[config.mk]
export PLATFORM = sky130hd
export DESIGN_NAME = ila_addr_gen
export DESIGN_NICKNAME = d
export VERILOG_FILES = /design/src/rtl/ila_pkg.sv /design/src/rtl/ila_mode_sel.sv /design/src/rtl/ila_access_map.sv /design/src/rtl/ila_index_add.sv /design/src/rtl/ila_out_reg.sv /design/src/rtl/ila_addr_gen.sv
export SDC_FILE = /design/constraint.sdc
export NUM_CORES = 1
export LEC_CHECK = 0
export BUFFER_PORTS_ARGS = -buffer_cell sky130_fd_sc_hd__buf_2
export CAP_MARGIN = 10
export CORE_MARGIN = 2
export CORE_UTILIZATION = 35
export DETAILED_ROUTE_END_ITERATION = 16
export MAX_ROUTING_LAYER = met4
export PLACE_DENSITY = 0.66
export SYNTH_ARGS = -nofsm -noshare
export SYNTH_HDL_FRONTEND = slang
export SYNTH_SLANG_ARGS = --single-unit
[constraint.sdc]
create_clock -name clk -period 3.4 [get_ports clk]
set_clock_uncertainty 0.1 [all_clocks]
set_input_delay 0.51 -clock clk [delete_from_list [all_inputs] [get_ports clk]]
set_output_delay 0.51 -clock clk [all_outputs]
set_load 0.005 [all_outputs]
[src/rtl/ila_pkg.sv]
package ila_pkg;

    localparam int OPND_W = 8;
    localparam int BANK_W = 4;
    localparam int ADDR_W = OPND_W + BANK_W;
    localparam int HIGH_W = ADDR_W - OPND_W;
    localparam logic [OPND_W-1:0] OFFS_MAX = 8'h5F;

    typedef logic [ADDR_W-1:0] addr_t;
    typedef logic [OPND_W-1:0] opnd_t;
    typedef logic [BANK_W-1:0] bank_t;

    typedef enum logic [1:0] {
        MAP_ACCESS  = 2'd0,
        MAP_BANKED  = 2'd1,
        MAP_INDEXED = 2'd2
    } map_kind_t;

    typedef struct packed {
        logic  vld;
        logic  acc;
        logic  ext;
        logic  dest;
        opnd_t opnd;
        bank_t bank;
        addr_t ptr;
    } req_t;

    typedef struct packed {
        logic  vld;
        logic  indexed;
        logic  dest;
        addr_t addr;
    } resp_t;

    function automatic logic in_low_window(opnd_t o);
        return o <= OFFS_MAX;
    endfunction

endpackage

[src/rtl/ila_mode_sel.sv]
module ila_mode_sel
    import ila_pkg::*;
(
    input  req_t      req_i,
    output map_kind_t kind_o
);
    always_comb begin
        if (req_i.acc)
            kind_o = MAP_BANKED;
        else if (req_i.ext && in_low_window(req_i.opnd))
            kind_o = MAP_INDEXED;
        else
            kind_o = MAP_ACCESS;
    end
endmodule

[src/rtl/ila_access_map.sv]
module ila_access_map
    import ila_pkg::*;
#(
    parameter int OW = OPND_W,
    parameter int AW = ADDR_W,
    localparam int UW = AW - OW
) (
    input  logic [OW-1:0] opnd_i,
    output logic [AW-1:0] addr_o
);
    logic low;
    assign low = (opnd_i <= OFFS_MAX);
    assign addr_o[OW-1:0] = opnd_i;

    for (genvar i = 0; i < UW; i++) begin : g_fill
        assign addr_o[OW+i] = ~low;
    end
endmodule

[src/rtl/ila_index_add.sv]
module ila_index_add
    import ila_pkg::*;
#(
    parameter int OW = OPND_W,
    parameter int AW = ADDR_W
) (
    input  logic [AW-1:0] ptr_i,
    input  logic [OW-1:0] offs_i,
    output logic [AW-1:0] addr_o
);
    // Sum is truncated to AW bits, which gives the modulo wrap.
    assign addr_o = ptr_i + {{(AW-OW){1'b0}}, offs_i};
endmodule

[src/rtl/ila_out_reg.sv]
module ila_out_reg
    import ila_pkg::*;
(
    input  logic  clk,
    input  logic  rst,
    input  resp_t d_i,
    output resp_t q_o
);
    always_ff @(posedge clk) begin
        if (rst) q_o <= '0;
        else     q_o <= d_i;
    end

    // a reset cycle leaves every output field cleared
    a_r8_reset_clears: assert property (@(posedge clk) rst |=> (q_o == '0))
        else $error("reset did not clear output stage");
endmodule

[src/rtl/ila_addr_gen.sv]
module ila_addr_gen
    import ila_pkg::*;
(
    input  logic        clk,
    input  logic        rst,
    input  logic        req_vld_i,
    input  logic        acc_sel_i,
    input  logic        ext_en_i,
    input  logic        dest_i,
    input  logic [7:0]  opnd_i,
    input  logic [3:0]  bank_i,
    input  logic [11:0] ptr_i,
    output logic [11:0] addr_o,
    output logic        vld_o,
    output logic        indexed_o,
    output logic        dest_o
);
    req_t      req;
    map_kind_t kind;
    addr_t     acc_addr, idx_addr, bnk_addr;
    resp_t     resp_d, resp_q;

    assign req = '{vld: req_vld_i, acc: acc_sel_i, ext: ext_en_i, dest: dest_i,
                   opnd: opnd_i, bank: bank_i, ptr: ptr_i};

    ila_mode_sel u_sel (.req_i(req), .kind_o(kind));

    ila_access_map #(.OW(OPND_W), .AW(ADDR_W)) u_acc (
        .opnd_i(req.opnd), .addr_o(acc_addr));

    ila_index_add #(.OW(OPND_W), .AW(ADDR_W)) u_idx (
        .ptr_i(req.ptr), .offs_i(req.opnd), .addr_o(idx_addr));

    assign bnk_addr = {req.bank, req.opnd};

    always_comb begin
        resp_d.vld     = req.vld;
        resp_d.dest    = req.dest;
        resp_d.indexed = (kind == MAP_INDEXED);
        unique case (kind)
            MAP_BANKED:  resp_d.addr = bnk_addr;
            MAP_INDEXED: resp_d.addr = idx_addr;
            default:     resp_d.addr = acc_addr;
        endcase
    end

    ila_out_reg u_oreg (.clk(clk), .rst(rst), .d_i(resp_d), .q_o(resp_q));

    assign addr_o    = resp_q.addr;
    assign vld_o     = resp_q.vld;
    assign indexed_o = resp_q.indexed;
    assign dest_o    = resp_q.dest;

    a_r1_indexed_sum: assert property (@(posedge clk) disable iff (rst)
        (ext_en_i && !acc_sel_i && opnd_i <= 8'h5F)
        |=> (indexed_o && addr_o == ($past(ptr_i) + {4'h0, $past(opnd_i)})))
        else $error("indexed address mismatch");

    a_r2_high_not_indexed: assert property (@(posedge clk) disable iff (rst)
        (ext_en_i && !acc_sel_i && opnd_i > 8'h5F)
        |=> (!indexed_o && addr_o == {4'hF, $past(opnd_i)}))
        else $error("high operand in extended mode misrouted");

    a_r3_plain_access: assert property (@(posedge clk) disable iff (rst)
        (!ext_en_i && !acc_sel_i)
        |=> (!indexed_o && addr_o[7:0] == $past(opnd_i)))
        else $error("plain access-bank mapping broken");

    a_r4_banked: assert property (@(posedge clk) disable iff (rst)
        acc_sel_i |=> (!indexed_o && addr_o == {$past(bank_i), $past(opnd_i)}))
        else $error("banked address mismatch");

    a_r6_dest_aligned: assert property (@(posedge clk) disable iff (rst)
        1'b1 |=> (dest_o == $past(dest_i)))
        else $error("destination bit not aligned");

    a_r8_valid_follows: assert property (@(posedge clk) disable iff (rst)
        1'b1 |=> (vld_o == $past(req_vld_i)))
        else $error("valid not delayed by one cycle");
endmodule

# Yosys cells after proc, flatten, opt, wreduce, memory -nomap -nowiden
# Index checks and enable logic that the tools add are counted.
# Widths: inputs -> output; s select.
[classes]
reduce_logical = 1
n_lt_le_gt_ge = 1
eq_ne = 2
n_addsub = 1
bitwise_logic = 1
n_mux = 3
[op_table]
columns = ["operator", "n"]
rows = [
  ["$pmux 12 s2", 1],
  ["$add 12x8->12", 1],
  ["$le 8x7->1 const B", 1],
  ["$mux 2", 2],
  ["$eq 2x1->1 const B", 1],
  ["$eq 2x2->1 const B", 1],
  ["$logic_and 1x1->1", 1],
  ["$not 1->1", 1],
]
[word_totals]
input_bits = 30
register_bits = 15
elab_cells = 13

# Longest topological paths before layout
[logic_depth]
word_depth = 6
ltp_mapped = 7
ltp_nobuf = 7

# By module
# Synthesis repeated with hierarchy kept, for this count alone.
[unflattened]
cells_unflattened = 159
area_unflattened_um2 = 1342.5
[modules_own_cells]
columns = ["mod", "seq_area_each_um2", "instances", "cells_each", "area_per_inst_um2"]
rows = [
  ["ila_index_add", 0.0, 1, 69, 516.7],
  ["ila_out_reg", 300.3, 1, 31, 432.9],
  ["ila_addr_gen", 0.0, 1, 44, 276.5],
  ["ila_access_map", 0.0, 1, 12, 90.1],
  ["ila_mode_sel", 0.0, 1, 3, 26.3],
]

# Least setup slack after synthesis
# No wires, ideal clock.
[synth_timing]
path_type = "input to register"
from = "in opnd_i[0]"
to = "reg u_oreg.q_o[6] (netlist name)"
path_stages = 7
t_arrival_ns = 2.102
setup_time_ns = 0.122
slack_ns = 1.076
n_path_buf = 0
required_time_ns = 3.178
cell_sequence = "ha_1 > fa_1 > a211oi_1 > o21bai_1 > a21oi_1 > nor4_1 > a311o_1"
[synth_via]
elab_chain_cells = 6
elab_cells_between_ends = 8
classes_between = "add/sub: 1; order compare: 1; eq/ne: 2; mux: 3; reduce/logical: 1"
[synth_lines]
columns = ["element", "line", "text"]
rows = [
  ["from (decl)", "ila_addr_gen.sv:10", "input logic [7:0] opnd_i,"],
  ["$le 8x7->1", "ila_pkg.sv:37", "return o <= OFFS_MAX;"],
  ["$logic_and 1x1->1", "ila_mode_sel.sv:10", "else if (req_i.ext && in_low_window(req_i.opnd))"],
  ["$mux 2", "ila_mode_sel.sv:10", ""],
  ["$mux 2", "ila_mode_sel.sv:8", "if (req_i.acc)"],
  ["$eq 2x2->1 or $eq 2x1->1 (tied branches)", "ila_addr_gen.sv:40", "unique case (kind)"],
  ["$pmux 12 s2 *", "ila_addr_gen.sv:40", ""],
  ["to (signal assigned)", "ila_out_reg.sv:11", "else q_o <= d_i;"],
  ["to (decl)", "ila_out_reg.sv:7", "output resp_t q_o"],
]
# Mark *: on every way between the ends. The rest lies on a longest branch, timed or not.
# A chain may end at the register's enable or synchronous reset.

# Worst setup path in the final report
# Ends and elaborated chain as after synthesis.

==> flow_metrics.py <==
metrics = {
    "global_route": {
        "grt_pass1_vias": 886,
        "overflow": 0,
        "track_usage_pct": 14.4,
        "antenna_found_initial": 0,
        "grt_pass1_wl_mm": 3.57,
        "grt_max_degree": 15,
    },
    "yosys": {
        "netlist_top_cells_area": "dfxtp_1 32%, ha_1 11%, o21ai_0 5.4%",
        "yosysWarnings": 0,
        "avgSynthCellArea_um2": 8.77,
        "yosysSeqAreaShare_pct": 32.3,
        "synth.top_cell.area_share_pct": 32.3,
        "synth_area_leader_cell": "dfxtp_1",
        "synth_edf_count": 0,
        "ys.flop_type": "dfxtp_1",
        "synth.cells.most_frequent": "15 x dfxtp_1, 10 x o21ai_0, 9 x a21oi_1",
        "syn_area_um2": 930,
        "async_flop_share_pct": 0,
        "synth.most_common_cell": "dfxtp_1",
        "synthCells": 106,
        "synth_cell_type_count": 38,
        "synth_nets": 145,
        "ys_ff_latch": 15,
    },
    "worst_setup_path": {
        "slowest_stage": "fa_1",
        "required_ns": 3.45,
        "crit_end": "u_oreg.q_o[6]$_SDFF_PP0_",
        "cp-end-kind": "register",
        "critical_path.startpoint": "opnd_i[0]",
        "cp_cell_sequence": "buf_2 > ha_1 > fa_1 > a211oi_1 > o21bai_1 > a21oi_1 > nor4_1 > a311o_1",
        "max_stage_delay_ns": 0.42,
        "cp.arrival_ns": 2.37,
        "path_class": "in -> reg",
        "worstSetupStartpointType": "input pin",
        "critPathMaxFanout": 3,
    },
    "placed_design": {
        "port_buffers": 44,
        "place_area_um2": 1180,
        "dp_hpwl_mm": 1.80,
        "post-place-ws_ns": 0.845,
        "gp_congestion": 0.870,
        "dp.cells": 178,
    },
    "floorplanning": {
        "initial_core_util_pct": 37.2,
        "ios": 45,
        "die_w_um": 55.5,
        "dieArea_um2": 3080,
        "die_h_um": 55.5,
        "num_rows": 18,
        "core_um2": 2500,
    },
    "pwr": {
        "p_leak_nw": 0.588,
        "ir_drop_v": 0.000173,
        "clkPwrFrac_pct": 22.4,
        "p_switching_mw": 0.113,
        "swShare_pct": 27.9,
        "p_comb_share_pct": 30.8,
        "p_per_area_nw_per_um2": 336,
        "p_total_mw": 0.405,
        "p_int_mw": 0.292,
        "pwr-share-seq_pct": 46.9,
    },
    "final_layout": {
        "reg_top3": "u_oreg.q_o x15",
        "largest-register": "u_oreg.q_o",
        "postLayoutCellArea_um2": 1200,
        "largest_reg_flops": 15,
        "fill_cells": 258,
        "final_nets": 192,
        "antennaDiodeCount": 0,
        "final_layout_size_suffix_gt1_share_pct": 34.9,
        "area_growth_pct": 29.6,
        "layout.cells.non_filler": 182,
        "final_core_util_pct": 48.2,
    },
    "cts": {
        "root_buffer": "clkbuf_4",
        "cts-resized-gates": 0,
        "htreeDepth": 1,
        "cts_buffers": 3,
        "clock_sinks": 15,
        "postCtsSetupBuffers": 0,
        "tritoncts": "built",
        "clkTransAtPathRegs_ns": 0.07,
        "clockBufferDepth": 2,
        "holdBufCountCts": 0,
    },
    "detailed_routing": {
        "routedWlPerCell_um": 11.4,
        "drtAntennaViolNets": 0,
        "via_count": 944,
        "drtIter0Drc": 21,
        "vias_per_cell": 5.19,
        "dr.pass1.iters": 4,
        "drt_wl_total_mm": 2.08,
        "drc_errors": 0,
    },
    "timing": {
        "post-route-period-util_pct": 68.2,
        "setup_tns_ns": 0,
        "fin_hold_ws_ns": 0.355,
        "setup_viol": 0,
        "relSlewSlack_pct": 73.8,
        "final.setup.worst_slack_ns": 1.08,
        "rsz0062_at_grt": "no",
        "min_period_ns": 2.32,
        "clock.fmax_mhz": 431,
        "hold_violations": 0,
        "worst_slew_pin_slew_ns": 0.393,
        "finalMaxSlewViolations": 0,
    },
    "run_status": {
        "status": "finished clean",
    },
    "run": {
        "max-cap-violations": 0,
    },
    "worst_hold_path": {
        "holdCritPathClass": "in -> reg",
        "whs_path_depth": 2,
    },
}
## logic make-up after synthesis
kind of cell,Yosys count,synth area share [%]
multiplexers,1,1.08
XOR/XNOR,5,4.71
AND/OR/NAND/NOR,30,17.2
flip-flops,15,32.3
adder cells (fa/ha/maj),9,12.9
buffers and inverters,7,2.96
AO/OA/AOI/OAI,39,28.8
## layer usage
| layer | track usage [%] | part of all wire [%] |
|---|---|---|
| met3 | 1.64 | 4.6 |
| met2 | 23.6 | 49 |
| met5 | - | 0 |
| met1 | 17.0 | 44 |
| met4 | 8.36 | 1.9 |
## worst min-delay path by stage
| stage | to | slack (ns) | startpoint |
|---|---|---|---|
| final | u_oreg.q_o[14]$_SDFF_PP0_ | 0.35 | req_vld_i |
| after global routing | u_oreg.q_o[14]$_SDFF_PP0_ | 0.35 | req_vld_i |
| after CTS | u_oreg.q_o[14]$_SDFF_PP0_ | 0.35 | req_vld_i |
| after detailed placement | u_oreg.q_o[14]$_SDFF_PP0_ | 0.63 | req_vld_i |
| after global placement | u_oreg.q_o[14]$_SDFF_PP0_ | 0.63 | req_vld_i |
| after floorplan | u_oreg.q_o[7]$_SDFF_PP0_ | 0.54 | opnd_i[7] |
## power groups by stage
stage / Sequential [mW] / Combinational, mW / Clock [mW]
floorplan: 0.196 / 0.0746 / 0
global placement: 0.194 / 0.121 / 0
detailed placement: 0.194 / 0.124 / 0
CTS: 0.190 / 0.125 / 0.0953
global route: 0.191 / 0.141 / 0.103
finish: 0.190 / 0.125 / 0.0905
## critical path, delay by kind of cell
kind,cells,cell delay (ns)
fa+ha+maj,2,0.65
compound gates,4,1.03
simple gates,1,0.07
buf+inv,1,0.11
## placed cells by master (no fill, tap or decap), types with 2 or more instances in the layout
cell type	n
buf_2	44
dfxtp_1	15
o21ai_0	10
a21oi_1	9
ha_1	8
nand2_1	7
nor2_1	7
a211oi_1	5
inv_1	5
xnor2_1	4
nand3_1	4
clkbuf_4	3
a21o_1	2
nor2b_1	2
or3_1	2
o21bai_1	2
## area by class of cell
type	count	area [um^2]	area share, %
Clock buffer	4	26.3	2.18
Inverter	5	18.8	1.56
Timing Repair Buffer	44	220	18.3
Multi-Input combinational cell	84	602	49.9
Sequential cell	15	300	24.9
Tap cell	30	37.5	3.12
(Power assumes the default switching activity.)
